File: src/rtl/pb_pkg.sv
package pb_pkg;
  localparam int WORD_W = 32;
  localparam int METH_W = 13;
  localparam int SUB_W  = 3;
  localparam int CNT_W  = 11;
  localparam int ERR_W  = 3;

  localparam logic [WORD_W-1:0] RET_WORD = 32'h0002_0000;

  typedef enum logic [ERR_W-1:0] {
    ERR_NONE = 3'd0,
    ERR_CALL = 3'd1,
    ERR_RET  = 3'd2,
    ERR_RSVD = 3'd3,
    ERR_PROT = 3'd4
  } pb_err_e;

  typedef enum logic [2:0] {
    K_DATA, K_LJUMP, K_JUMP, K_CALL, K_RET, K_MINC, K_MFIX, K_RSVD
  } pb_kind_e;

  // Header classification; the order of tests sets precedence.
  function automatic pb_kind_e classify(input logic [WORD_W-1:0] w);
    if ((w & 32'hE000_0003) == 32'h2000_0000) return K_LJUMP;
    if (w[1:0] == 2'd1)                        return K_JUMP;
    if (w[1:0] == 2'd2)                        return K_CALL;
    if (w == RET_WORD)                         return K_RET;
    if ((w & 32'hE003_0003) == 32'h0000_0000)  return K_MINC;
    if ((w & 32'hE003_0003) == 32'h4000_0000)  return K_MFIX;
    return K_RSVD;
  endfunction

  function automatic logic [WORD_W-1:0] legacy_target(input logic [WORD_W-1:0] w);
    return w & 32'h1FFF_FFFF;
  endfunction

  function automatic logic [WORD_W-1:0] aligned_target(input logic [WORD_W-1:0] w);
    return w & 32'hFFFF_FFFC;
  endfunction

  function automatic logic [METH_W-1:0] method_step(input logic [METH_W-1:0] m,
                                                   input logic inc);
    return inc ? m + METH_W'(4) : m;
  endfunction
endpackage

File: src/rtl/pb_decode.sv
module pb_decode
  import pb_pkg::*;
(
  input  logic [WORD_W-1:0] word,
  input  logic              cnt_nz,
  output pb_kind_e          kind,
  output logic [METH_W-1:0] hdr_meth,
  output logic [SUB_W-1:0]  hdr_sub,
  output logic [CNT_W-1:0]  hdr_cnt
);
  assign kind     = cnt_nz ? K_DATA : classify(word);
  assign hdr_meth = word[12:0];
  assign hdr_sub  = word[15:13];
  assign hdr_cnt  = word[28:18];
endmodule

File: src/rtl/pb_method_track.sv
module pb_method_track
  import pb_pkg::*;
(
  input  logic              clk,
  input  logic              rst_n,
  input  logic              load,
  input  logic              load_inc,
  input  logic [METH_W-1:0] load_meth,
  input  logic [SUB_W-1:0]  load_sub,
  input  logic [CNT_W-1:0]  load_cnt,
  input  logic              consume,
  input  logic [WORD_W-1:0] data_in,
  output logic [METH_W-1:0] meth,
  output logic [SUB_W-1:0]  sub,
  output logic              cnt_nz,
  output logic [CNT_W-1:0]  dcnt,
  output logic [WORD_W-1:0] dshadow
);
  logic [CNT_W-1:0] cnt_q;
  logic             inc_q;

  always_ff @(posedge clk) begin
    if (!rst_n) begin
      meth    <= '0;
      sub     <= '0;
      cnt_q   <= '0;
      inc_q   <= 1'b0;
      dcnt    <= '0;
      dshadow <= '0;
    end else if (load) begin
      meth  <= load_meth;
      sub   <= load_sub;
      cnt_q <= load_cnt;
      inc_q <= load_inc;
      dcnt  <= '0;
    end else if (consume) begin
      meth    <= method_step(meth, inc_q);
      cnt_q   <= cnt_q - CNT_W'(1);
      dcnt    <= dcnt + CNT_W'(1);
      dshadow <= data_in;
    end
  end

  assign cnt_nz = (cnt_q != '0);
endmodule

File: src/rtl/pb_return_reg.sv
module pb_return_reg #(
  parameter int ADDR_W = 32
) (
  input  logic              clk,
  input  logic              rst_n,
  input  logic              call_en,
  input  logic              ret_en,
  input  logic [ADDR_W-1:0] ret_in,
  output logic              active,
  output logic [ADDR_W-1:0] ret_addr
);
  always_ff @(posedge clk) begin
    if (!rst_n) begin
      active   <= 1'b0;
      ret_addr <= '0;
    end else if (call_en) begin
      active   <= 1'b1;
      ret_addr <= ret_in;
    end else if (ret_en) begin
      active <= 1'b0;
    end
  end
endmodule

File: src/rtl/pb_parser.sv
module pb_parser
  import pb_pkg::*;
#(
  parameter int ADDR_W = 32
) (
  input  logic              clk,
  input  logic              rst_n,
  input  logic              push_en,
  input  logic              dma_en,
  input  logic              susp_clr,
  input  logic              get_wr,
  input  logic [ADDR_W-1:0] get_wdata,
  input  logic [ADDR_W-1:0] put_ptr,
  input  logic [ADDR_W-1:0] buf_len,
  output logic              mem_req,
  output logic [ADDR_W-1:0] mem_addr,
  input  logic [31:0]       mem_rdata,
  output logic              out_valid,
  input  logic              out_ready,
  output logic [2:0]        out_subch,
  output logic [12:0]       out_method,
  output logic [31:0]       out_data,
  output logic [ADDR_W-1:0] get_ptr,
  output logic [2:0]        err_code,
  output logic              suspended,
  output logic              sub_active,
  output logic [ADDR_W-1:0] jmp_shadow,
  output logic [31:0]       data_shadow,
  output logic [10:0]       data_cnt
);
  localparam logic [ADDR_W-1:0] STEP     = ADDR_W'(WORD_W / 8);
  localparam logic [ADDR_W-1:0] LOW_MASK = ADDR_W'(3);

  typedef enum logic [1:0] {S_RUN, S_WAIT, S_EXEC} st_e;

  st_e               st_q;
  logic [ADDR_W-1:0] get_q, jsh_q, get_nx, ret_addr;
  logic [WORD_W-1:0] word_q;
  pb_err_e           err_q, err_nx;
  logic              susp_q, cnt_nz, sub_act;
  pb_kind_e          kind;
  logic [METH_W-1:0] hdr_meth, cur_meth;
  logic [SUB_W-1:0]  hdr_sub, cur_sub;
  logic [CNT_W-1:0]  hdr_cnt;

  // Named events
  logic fetch_ok, at_put, out_range;
  logic ev_get_load, ev_fetch, ev_prot;
  logic in_exec, ev_push, ev_hdr, ev_call, ev_ret, ev_jmp, ev_err, ev_done;

  assign fetch_ok    = push_en && dma_en && !susp_q;
  assign at_put      = (get_q == put_ptr);
  assign out_range   = (get_q >= buf_len);
  assign ev_get_load = (st_q == S_RUN) && get_wr;
  assign ev_fetch    = (st_q == S_RUN) && !get_wr && fetch_ok && !at_put && !out_range;
  assign ev_prot     = (st_q == S_RUN) && !get_wr && fetch_ok && !at_put && out_range;

  pb_decode u_dec (
    .word     (word_q),
    .cnt_nz   (cnt_nz),
    .kind     (kind),
    .hdr_meth (hdr_meth),
    .hdr_sub  (hdr_sub),
    .hdr_cnt  (hdr_cnt)
  );

  assign in_exec = (st_q == S_EXEC);

  always_comb begin
    err_nx = ERR_NONE;
    get_nx = get_q + STEP;
    unique case (kind)
      K_LJUMP: get_nx = ADDR_W'(legacy_target(word_q));
      K_JUMP:  get_nx = ADDR_W'(aligned_target(word_q));
      K_CALL: begin
        if (sub_act) err_nx = ERR_CALL;
        get_nx = ADDR_W'(aligned_target(word_q));
      end
      K_RET: begin
        if (!sub_act) err_nx = ERR_RET;
        get_nx = ret_addr & ~LOW_MASK;
      end
      K_RSVD:  err_nx = ERR_RSVD;
      default: ;
    endcase
  end

  assign ev_err  = in_exec && (err_nx != ERR_NONE);
  assign ev_push = in_exec && (kind == K_DATA) && out_ready;
  assign ev_hdr  = in_exec && ((kind == K_MINC) || (kind == K_MFIX));
  assign ev_call = in_exec && (kind == K_CALL) && !ev_err;
  assign ev_ret  = in_exec && (kind == K_RET) && !ev_err;
  assign ev_jmp  = in_exec && ((kind == K_LJUMP) || (kind == K_JUMP));
  assign ev_done = in_exec && !ev_err && ((kind != K_DATA) || out_ready);

  pb_method_track u_meth (
    .clk       (clk),
    .rst_n     (rst_n),
    .load      (ev_hdr),
    .load_inc  (kind == K_MINC),
    .load_meth (hdr_meth),
    .load_sub  (hdr_sub),
    .load_cnt  (hdr_cnt),
    .consume   (ev_push),
    .data_in   (word_q),
    .meth      (cur_meth),
    .sub       (cur_sub),
    .cnt_nz    (cnt_nz),
    .dcnt      (data_cnt),
    .dshadow   (data_shadow)
  );

  pb_return_reg #(.ADDR_W(ADDR_W)) u_ret (
    .clk      (clk),
    .rst_n    (rst_n),
    .call_en  (ev_call),
    .ret_en   (ev_ret),
    .ret_in   (get_q + STEP),
    .active   (sub_act),
    .ret_addr (ret_addr)
  );

  always_ff @(posedge clk) begin
    if (!rst_n) begin
      st_q   <= S_RUN;
      get_q  <= '0;
      jsh_q  <= '0;
      word_q <= '0;
      err_q  <= ERR_NONE;
      susp_q <= 1'b0;
    end else begin
      unique case (st_q)
        S_RUN: begin
          if (ev_get_load)   get_q <= get_wdata;
          else if (ev_fetch) st_q  <= S_WAIT;
        end
        S_WAIT: begin
          word_q <= mem_rdata;
          st_q   <= S_EXEC;
        end
        S_EXEC: begin
          if (ev_err) begin
            st_q <= S_RUN;
          end else if (ev_done) begin
            get_q <= get_nx;
            if (ev_jmp) jsh_q <= get_q + STEP;
            st_q <= S_RUN;
          end
        end
        default: st_q <= S_RUN;
      endcase

      if (ev_err) begin
        err_q  <= err_nx;
        susp_q <= 1'b1;
      end else if (ev_prot) begin
        err_q  <= ERR_PROT;
        susp_q <= 1'b1;
      end else if (susp_clr) begin
        err_q  <= ERR_NONE;
        susp_q <= 1'b0;
      end
    end
  end

  assign mem_req    = ev_fetch;
  assign mem_addr   = get_q;
  assign out_valid  = in_exec && (kind == K_DATA);
  assign out_subch  = cur_sub;
  assign out_method = cur_meth;
  assign out_data   = word_q;
  assign get_ptr    = get_q;
  assign err_code   = err_q;
  assign suspended  = susp_q;
  assign sub_active = sub_act;
  assign jmp_shadow = jsh_q;
endmodule

File: config.mk
export PLATFORM = sky130hd
export DESIGN_NAME = pb_parser
export DESIGN_NICKNAME = d
export VERILOG_FILES = /design/src/rtl/pb_pkg.sv /design/src/rtl/pb_decode.sv /design/src/rtl/pb_method_track.sv /design/src/rtl/pb_return_reg.sv /design/src/rtl/pb_parser.sv
export SDC_FILE = /design/constraint.sdc
export NUM_CORES = 1
export LEC_CHECK = 0
export ABC_AREA = 0
export BUFFER_PORTS_ARGS = -buffer_cell sky130_fd_sc_hd__buf_2
export CAP_MARGIN = 30
export CORE_MARGIN = 2
export CORE_UTILIZATION = 52
export DETAILED_ROUTE_END_ITERATION = 10
export PLACE_DENSITY_LB_ADDON = 0.12
export SYNTH_ARGS = -nofsm -noshare
export SYNTH_HDL_FRONTEND = slang
export SYNTH_SLANG_ARGS = --single-unit
File: constraint.sdc
create_clock -name clk -period 3.4 [get_ports clk]
set_clock_uncertainty 0.1 [all_clocks]
set_input_delay 0.34 -clock clk [delete_from_list [all_inputs] [get_ports clk]]
set_output_delay 0.34 -clock clk [all_outputs]
set_load 0.01 [all_outputs]
## Word level (Yosys, flattened, before mapping)

Index checks and enable logic that the tools add are counted.

- Register bits after elaboration: 206
- Latch bits: 0
- Memory bits (writable): 0
- Memory bits (read-only): 0
- Memories: 0

- $add $sub $neg: 4
- Multipliers: 0
- Divide/modulo/power cells: 0
- Magnitude comparators: 1
- Equality and inequality tests: 21
- Shift-type cells: 0
- Mux-type cells: 61
- Bitwise logic cells: 3
- Reduce and logical (&&, ||, !) cells: 45

Operators with widths:

| operator | number |
|---|---|
| 32-bit two-way mux | 3 |
| 32-bit one-hot mux with 3 select lines | 1 |
| 32-bit one-hot mux with 2 select lines | 1 |
| 3-bit two-way mux | 17 |
| 13-bit two-way mux | 3 |
| 32-bit by 3-bit adder with 32-bit output, second input constant | 1 |
| 32-bit by 18-bit equality test with 1-bit output, second input constant | 1 |
| 32-bit equality test | 1 |
| 32-bit >= comparator | 1 |
| 32-bit logical NOT | 1 |
| 1-bit two-way mux | 27 |
| 11-bit two-way mux | 2 |
| 1-bit logical AND | 19 |
| 13-bit by 3-bit adder with 13-bit output, second input constant | 1 |
| 3-bit equality test, second input constant | 4 |
| 2-bit one-hot mux with 3 select lines | 2 |
| 11-bit by 1-bit adder with 11-bit output, second input constant | 1 |
| 11-bit nonzero test | 1 |
| 11-bit by 1-bit subtractor with 11-bit output, second input constant | 1 |
| 2-bit two-way mux | 5 |
| 3-bit nonzero test | 3 |
| 2-bit != test, second input constant | 4 |
| 4-bit AND reduction | 2 |
| 2-bit nonzero test | 4 |
| other kinds (16) | 29 |

## Logic depth before layout (Yosys ltp)

Gate-level depths: netlist (run 1).

- Word-level depth: 34
- Depth in mapped cells: 13
- Depth with buffers taken out: 10

## Modules after synthesis

Synthesis (run 1) repeated with hierarchy kept, for this count alone.

- Cell total of the unflattened synthesis: 1412
- Area total of the unflattened synthesis: 11544.8 um^2

By module, submodules not included:

| module | times used | cells each | area an instance (um^2) |
|---|---|---|---|
| pb_parser | 1 | 891 | 6744.0 |
| pb_method_track | 1 | 362 | 3115.5 |
| pb_return_reg | 1 | 106 | 1277.5 |
| pb_decode | 1 | 53 | 407.9 |

## Worst setup path before layout (run 1)

Ideal clock, no wire load.

- Kind: register to register
- From: register u_meth.cnt_q[0]
- To: register get_q[6] (netlist: get_ptr[6])
- Arrival time: 2.495 ns
- Path slack: 0.690 ns
- Cell stages (with the launch flop): 14
- Buffers on the path: 3
- Clock period less this slack: 2.710 ns
- Cells stage by stage: dfxtp_1 inv_1 ha_1 nor3b_4 nand4b_2 a311o_1 o22ai_2 buf_6 buf_6 buf_4 a211oi_1 a211oi_1 nor3_1 o21a_1

- Cells in the longest elaborated chain, start to end: 11
- Elaborated cells on any way between the ends: 23
- Those cells by class: 7 x eq/ne; 6 x mux; 10 x reduce/logical

Ends and longest elaborated chain:

| item | RTL line | text |
|---|---|---|
| start: declaration | pb_method_track.sv:19 | `logic [CNT_W-1:0] cnt_q;` |
| start signal: assignment | pb_method_track.sv:33 | `cnt_q <= load_cnt;` |
| start signal: assignment | pb_method_track.sv:38 | `cnt_q <= cnt_q - CNT_W'(1);` |
| 11-bit nonzero test * | pb_method_track.sv:44 | `assign cnt_nz = (cnt_q != '0);` |
| 3-bit two-way mux * | pb_decode.sv:11 | `assign kind = cnt_nz ? K_DATA : classify(word);` |
| 3-bit equality test or 3-bit by 2-bit equality test with 1-bit output (tied branches) | pb_parser.sv:72 | `unique case (kind)` |
| 2-bit one-hot mux with 3 select lines | pb_parser.sv:72 |  |
| 3-bit nonzero test | pb_parser.sv:88 | `assign ev_err = in_exec && (err_nx != ERR_NONE);` |
| 1-bit logical AND | pb_parser.sv:88 |  |
| 1-bit logical NOT | pb_parser.sv:94 | `assign ev_done = in_exec && !ev_err && ((kind != K_DATA) \|\| out_ready);` |
| 1-bit logical AND (2 in a row) | pb_parser.sv:94 |  |
| 2-bit by 1-bit != test with 1-bit output (no line) | -- |  |
| 4-bit AND reduction (no line) | -- |  |
| end signal: assignment | pb_parser.sv:134 | `if (ev_get_load) get_q <= get_wdata;` |
| end signal: assignment | pb_parser.sv:145 | `get_q <= get_nx;` |
| end: declaration | pb_parser.sv:37 | `logic [ADDR_W-1:0] get_q, jsh_q, get_nx, ret_addr;` |

Every way passes the cells marked *; elsewhere a longest branch is shown, timed or not. The select of a mux whose other input is x is not followed.
A chain may end at the register's enable or synchronous reset.

## Worst setup path in the final report (run 1)

- From: register u_meth.cnt_q[0]
- To: output out_valid

- Cells in the longest elaborated chain, start to end: 4

Ends and longest elaborated chain:

| item | RTL line | text |
|---|---|---|
| 11-bit nonzero test | pb_method_track.sv:44 |  |
| 3-bit two-way mux | pb_decode.sv:11 |  |
| 3-bit logical NOT | pb_parser.sv:168 | `assign out_valid = in_exec && (kind == K_DATA);` |
| 1-bit logical AND | pb_parser.sv:168 |  |
| end: declaration | pb_parser.sv:18 | `output logic out_valid,` |

No other way between the ends.

==> results of run 1 <==
## cells in the mapped netlist, drive strengths merged (6+ instances only)
library cell / n
nand2: 220
dfxtp: 204
nor2: 138
a21oi: 130
a211oi: 79
buf: 73
xor2: 60
clkbuf: 57
inv: 42
ha: 39
o21ai: 37
nand4: 27
o211ai: 27
xnor2: 27
nor3: 24
nor4: 24
a21o: 19
nand3: 17
and3: 14
a211o: 13
or3: 12
o22ai: 11
a31oi: 9
nand2b: 7
and4: 6
mux2i: 6
nor2b: 6
o32ai: 6
## state kept, by name (all words and copies together), names as in the netlist
name / cells
u_meth.cnt_q: 11
u_meth.sub: 3
u_ret.ret_addr: 30
u_meth.dcnt: 11
u_meth.dshadow: 32
u_meth.inc_q: 1
get_ptr: 32
out_data: 32
st_q: 2
jmp_shadow: 32
suspended: 1
u_ret.active: 1
err_code: 3
u_meth.meth: 13
## metrics by stage
step	cell area (um2)	total power, mW
finish	13900	5.60
detailed placement	12800	3.21
global route	13900	5.76
floorplan	10900	2.93
global placement	12800	3.21
CTS	13800	5.60
## worst paths after layout
check	endpoint	from	cells past startpoint	slack (ns)
min reg2reg	u_meth.dshadow[27]	u_meth.dshadow[27]	2	0.36
min	get_ptr[4]	get_wdata[4]	3	0.009
max	out_valid	u_meth.cnt_q[0]	9	0.22
max reg2reg	get_ptr[1]	out_data[0]	11	0.23
## routing by layer
metal  vias to the layer above  wire length, um  track usage  share of wire
met3                        83             3000       0.0407          0.081
met5                         -                0            0              0
li1                       5453                -            -              -
met4                         0             1300        0.116          0.035
met2                       525            17400        0.535           0.47
met1                      5192            15400        0.426           0.42
## cell type report
class                      count  area [um2]
fill                        1760        6550
multi-input combinational    996        6000
sequential                   204        4080
timing repair buffer         436        2590
clock buffer                  31         626
tap                          270         338
inverter                      42         160
clock inverter                 7        85.1
## logic make-up after synthesis
| kind of cell | after synthesis |
|---|---|
| compound gates | 354 |
| mux | 6 |
| flops | 204 |
| xor+xnor | 87 |
| fa+ha+maj | 39 |
| simple gates | 509 |
| buf+inv | 172 |
## where the power goes
part	internal [mW]	switching, mW	total, mW
Clock	1.43	0.967	2.40
Sequential	2.42	0.0552	2.48
Combinational	0.300	0.421	0.721
Total	4.15	1.44	5.60
## critical path, stage by stage, from the launching register on
cell      delay (ns)
dfxtp_1         0.34
inv_1           0.07
ha_1            0.18
nor3b_4         0.25
nand4b_2        0.19
a311o_1         0.43
o22ai_4         0.28
buf_12          0.27
nor2_1          0.08
buf_2           0.14
## repair_timing
item / in CTS / in global routing
endpoints found under the hold margin: 29 / 0
setup buffers: 0 / 3
endpoints found under the setup margin: 0 / 46
hold buffers: 29 / 0
gates resized for setup: 0 / 2
==> results.json, run 1 <==
{
  "run_status": "complete, no violations",
  "drc": 0,
  "first_iter_violations": 1096,
  "grt_pass1_wl_mm": 56.2,
  "pin_count": 329,
  "yosysTopAreaCell": "dfxtp_1",
  "nets": 1876,
  "gp_congestion": 0.918,
  "synth_compound_area_frac": 0.209,
  "final_common_cell": "buf_2",
  "htree_levels": 1,
  "core_area_um2": 20400,
  "worst_setup_path_end_kind": "primary output",
  "post-place-cells": 1915,
  "slew_headroom": 0.370,
  "synth_top_area_frac": 0.374,
  "hp-class": "in2reg",
  "insertedDiodeCount": 0,
  "dpl.hpwl_mm": 27.1,
  "synth_xor_area_frac": 0.0699,
  "synthAdderAreaFrac": 0.0447,
  "port_buffers": 328,
  "syn_area_per_cell_um2": 7.95,
  "clockBufferDepth": 3,
  "synth_edf_count": 0,
  "cts_buffers": 22,
  "min_period_ns": 3.18,
  "yosys.area_share.simple": 0.217,
  "dr_total_vias": 11253,
  "die_h_um": 149,
  "synth_mux_area_frac": 0.00551,
  "ys_top_cells_by_area": "dfxtp_1, nand2_1, a21oi_1",
  "wl_mm": 37.2,
  "rows": 52,
  "tns_ns": 0,
  "hold_viol": 0,
  "grt_pass1_vias": 10322,
  "die_w_um": 149,
  "clkLatencyLatePin_ns": 0.51,
  "grt_antenna_before_repair": 0,
  "grt_usage": 0.320,
  "max_freq_ghz": 0.314,
  "worstSetupPathType": "reg2out",
  "worstMarginPinSlew_ns": 0.944,
  "netlist_area_um2": 10900,
  "cts.clk_slew.worst_paths_ns": 0.06,
  "cp_max_fo": 39,
  "synth_cell_types": 65,
  "cts_tree": "built",
  "period_share": 0.936,
  "cts_num_sinks": 204,
  "worstPathRequired_ns": 2.96,
  "drtAntennaViolNets": 0,
  "synth_cells": 1371,
  "root_buffer": "clkbuf_16",
  "fin_ws_ns": 0.218,
  "dieArea_um2": 22100,
  "synth_ff_type": "dfxtp_1",
  "crit_arrival_ns": 2.74,
  "routed_via_density": 5.67,
  "power_density_nw_per_um2": 403,
  "start_util": 0.534,
  "final_layout_size_suffix_gt1_frac": 0.272,
  "place_ws_ns": 0.189,
  "p_leak_nw": 6.13,
  "synth_top_family_by_area": "simple AND/OR/NAND/NOR gates",
  "routedWlPerCell_um": 18.7,
  "yosys_register_bits": 204,
  "yosysSeqAreaShare": 0.374,
  "synth_warnings": 0,
  "drtPass1Iterations": 9,
  "syn2layout_area_growth_pct": 27.2,
  "setup_viol": 0,
  "overflow": 0,
  "ir_worst_vdd_uv": 301,
  "critPathLaunchType": "register",
  "mostFrequentLayoutCells": "buf_2, nand2_1, dfxtp_1",
  "final_cells": 1986,
  "syn_nets": 1545,
  "holdWs_ns": 0.00949,
  "async_flop_share": 0,
  "cap_violations": 0,
  "fin_util": 0.679,
  "grt_max_degree": 66,
  "slew_violations": 0
}
No activity file was read; power rests on OpenSTA's default activity.
==> run 2: changes to the inputs <==
- CORE_UTILIZATION: 52 -> 35
- CTS_BUF_LIST: unset -> sky130_fd_sc_hd__clkbuf_4 sky130_fd_sc_hd__clkbuf_8 sky130_fd_sc_hd__clkbuf_16
- SETUP_SLACK_MARGIN: unset -> 0.5
==> results.json, run 2 (synthesis results as in run 1) <==
{
  "mostFrequentLayoutCells": "buf_2, nand2_1, dfxtp_1",
  "wl_mm": 43.7,
  "cap_violations": 0,
  "cp_max_fo": 4,
  "fin_util": 0.497,
  "gp_congestion": 0.888,
  "grt_antenna_before_repair": 3,
  "pin_count": 329,
  "max_freq_ghz": 0.342,
  "port_buffers": 328,
  "post-place-cells": 2048,
  "hp-class": "in2reg",
  "tns_ns": 0,
  "clockBufferDepth": 3,
  "period_share": 0.860,
  "crit_chain": "inv_2, ha_4, nor3b_4, buf_4, nand4b_4, a311o_1, o22ai_4, buf_12, buf_12, nor2_4, buf_6",
  "nets": 1936,
  "worst_setup_path_end_kind": "primary output",
  "slowest_stage": "a311o_1",
  "worstPathRequired_ns": 2.96,
  "cts_num_sinks": 204,
  "rows": 64,
  "dieArea_um2": 32600,
  "critPathMaxStageDelay_ns": 0.36,
  "final_layout_size_suffix_gt1_frac": 0.338,
  "p_leak_nw": 6.68,
  "grt_max_degree": 62,
  "ir_worst_vdd_uv": 267,
  "place_area_um2": 13000,
  "crit_end": "out_valid",
  "path_common_cell": "buf_12",
  "run_status": "complete, no violations",
  "reg2reg_from": "u_meth.cnt_q[0]",
  "root_buffer": "clkbuf_16",
  "cts.clk_slew.worst_paths_ns": 0.06,
  "first_iter_violations": 666,
  "core_area_um2": 30700,
  "start_util": 0.356,
  "crit_path_start": "u_meth.cnt_q[0]",
  "slew_violations": 0,
  "syn2layout_area_growth_pct": 39.7,
  "grt_usage": 0.248,
  "worstMarginPinSlew_ns": 0.672,
  "rsz0062_at_grt": "true",
  "r2r_slack_ns": 0.49,
  "hold_viol": 0,
  "overflow": 0,
  "power_density_nw_per_um2": 404,
  "holdWs_ns": 0.0316,
  "final_cells": 2177,
  "final_common_cell": "buf_2",
  "htree_levels": 1,
  "setup_viol": 0,
  "die_w_um": 181,
  "r2r_cells": 12,
  "min-delay-start": "get_wdata[4]",
  "drtPass1Iterations": 7,
  "drc": 0,
  "routedWlPerCell_um": 20.1,
  "drtAntennaViolNets": 0,
  "die_h_um": 181,
  "worstSetupPathType": "reg2out",
  "min_period_ns": 2.92,
  "dr_total_vias": 11427,
  "cts_buffers": 24,
  "cts_tree": "built",
  "r2r-end": "get_ptr[25]",
  "clkLatencyLatePin_ns": 0.52,
  "critPathLaunchType": "register",
  "routed_via_density": 5.25,
  "dpl.hpwl_mm": 30.7,
  "slew_headroom": 0.552,
  "grt_pass1_vias": 10825,
  "crit_arrival_ns": 2.48,
  "design_area_um2": 15200,
  "grt_pass1_wl_mm": 64.1
}
[run 2: cell types whose count changed in the layout (fill, tap and decap cells not counted), moves of 7 or more]
cell and change:
buf_4 +25, buf_6 +17, dfxtp_1 -11, a21oi_1 -8, a21oi_2 +7, dfxtp_2 +7
[run 2: worst max-delay path: cells and delay by family, from the launching register on]
| family | cells | cell delay, ns |
|---|---|---|
| adder cells (fa/ha/maj) | 1 | 0.14 |
| AND/OR/NAND/NOR | 3 | 0.33 |
| buffers and inverters | 5 | 0.58 |
| AO/OA/AOI/OAI | 2 | 0.58 |
| flip-flops | 1 | 0.34 |
[run 2: report_power, final]
part | leakage [nW] | switching (mW) | internal (mW)
Sequential | 1.66 | 0.0624 | 2.42
Clock | 0.437 | 1.06 | 1.79
Combinational | 4.59 | 0.458 | 0.355
[run 2: worst min path at each step]
stage	endpoint	slack, ns	cells after the start
2_1_floorplan	u_ret.ret_addr[3]	0.36	2
3_3_place_gp	u_meth.dshadow[3]	0.34	2
3_5_place_dp	u_meth.dshadow[20]	0.34	2
4_1_cts	get_ptr[4]	0.007	3
5_1_grt	get_ptr[4]	0.02	3
6_report	get_ptr[4]	0.03	3
[run 2: cell type report]
type	count	area, um2
fill	3112	15400
tap	396	495
clock inverter	9	148
multi-input combinational	998	6390
antenna	2	5.00
clock buffer	34	731
inverter	42	160
sequential	204	4110
timing repair buffer	492	3200
[run 2: layer usage]
metal / up-vias / track usage / wire length (um)
li1: 5580 / - / -
met1: 5363 / 0.330 / 19100
met2: 430 / 0.417 / 20900
met3: 52 / 0.0451 / 2830
met4: 2 / 0.0565 / 798
met5: - / 0 / 11
[run 2: timing repair]
item | CTS | global route
resized for setup | 49 | 86
hold buffers | 35 | 0
buffers inserted | 15 | 23
gates cloned | 4 | 7
endpoints found under the setup margin | 159 | 147
hold endpoints to repair | 35 | 0
pin swaps | 9 | 34
[run 2: per-stage QoR]
step | worst slack (ns) | power (mW)
final | 0.475 | 6.15
after global routing | 0.385 | 6.37
after CTS | 0.412 | 6.15
after detailed placement | 0.116 | 3.24
after global placement | 0.238 | 3.23
after floorplan | 0.690 | 2.93
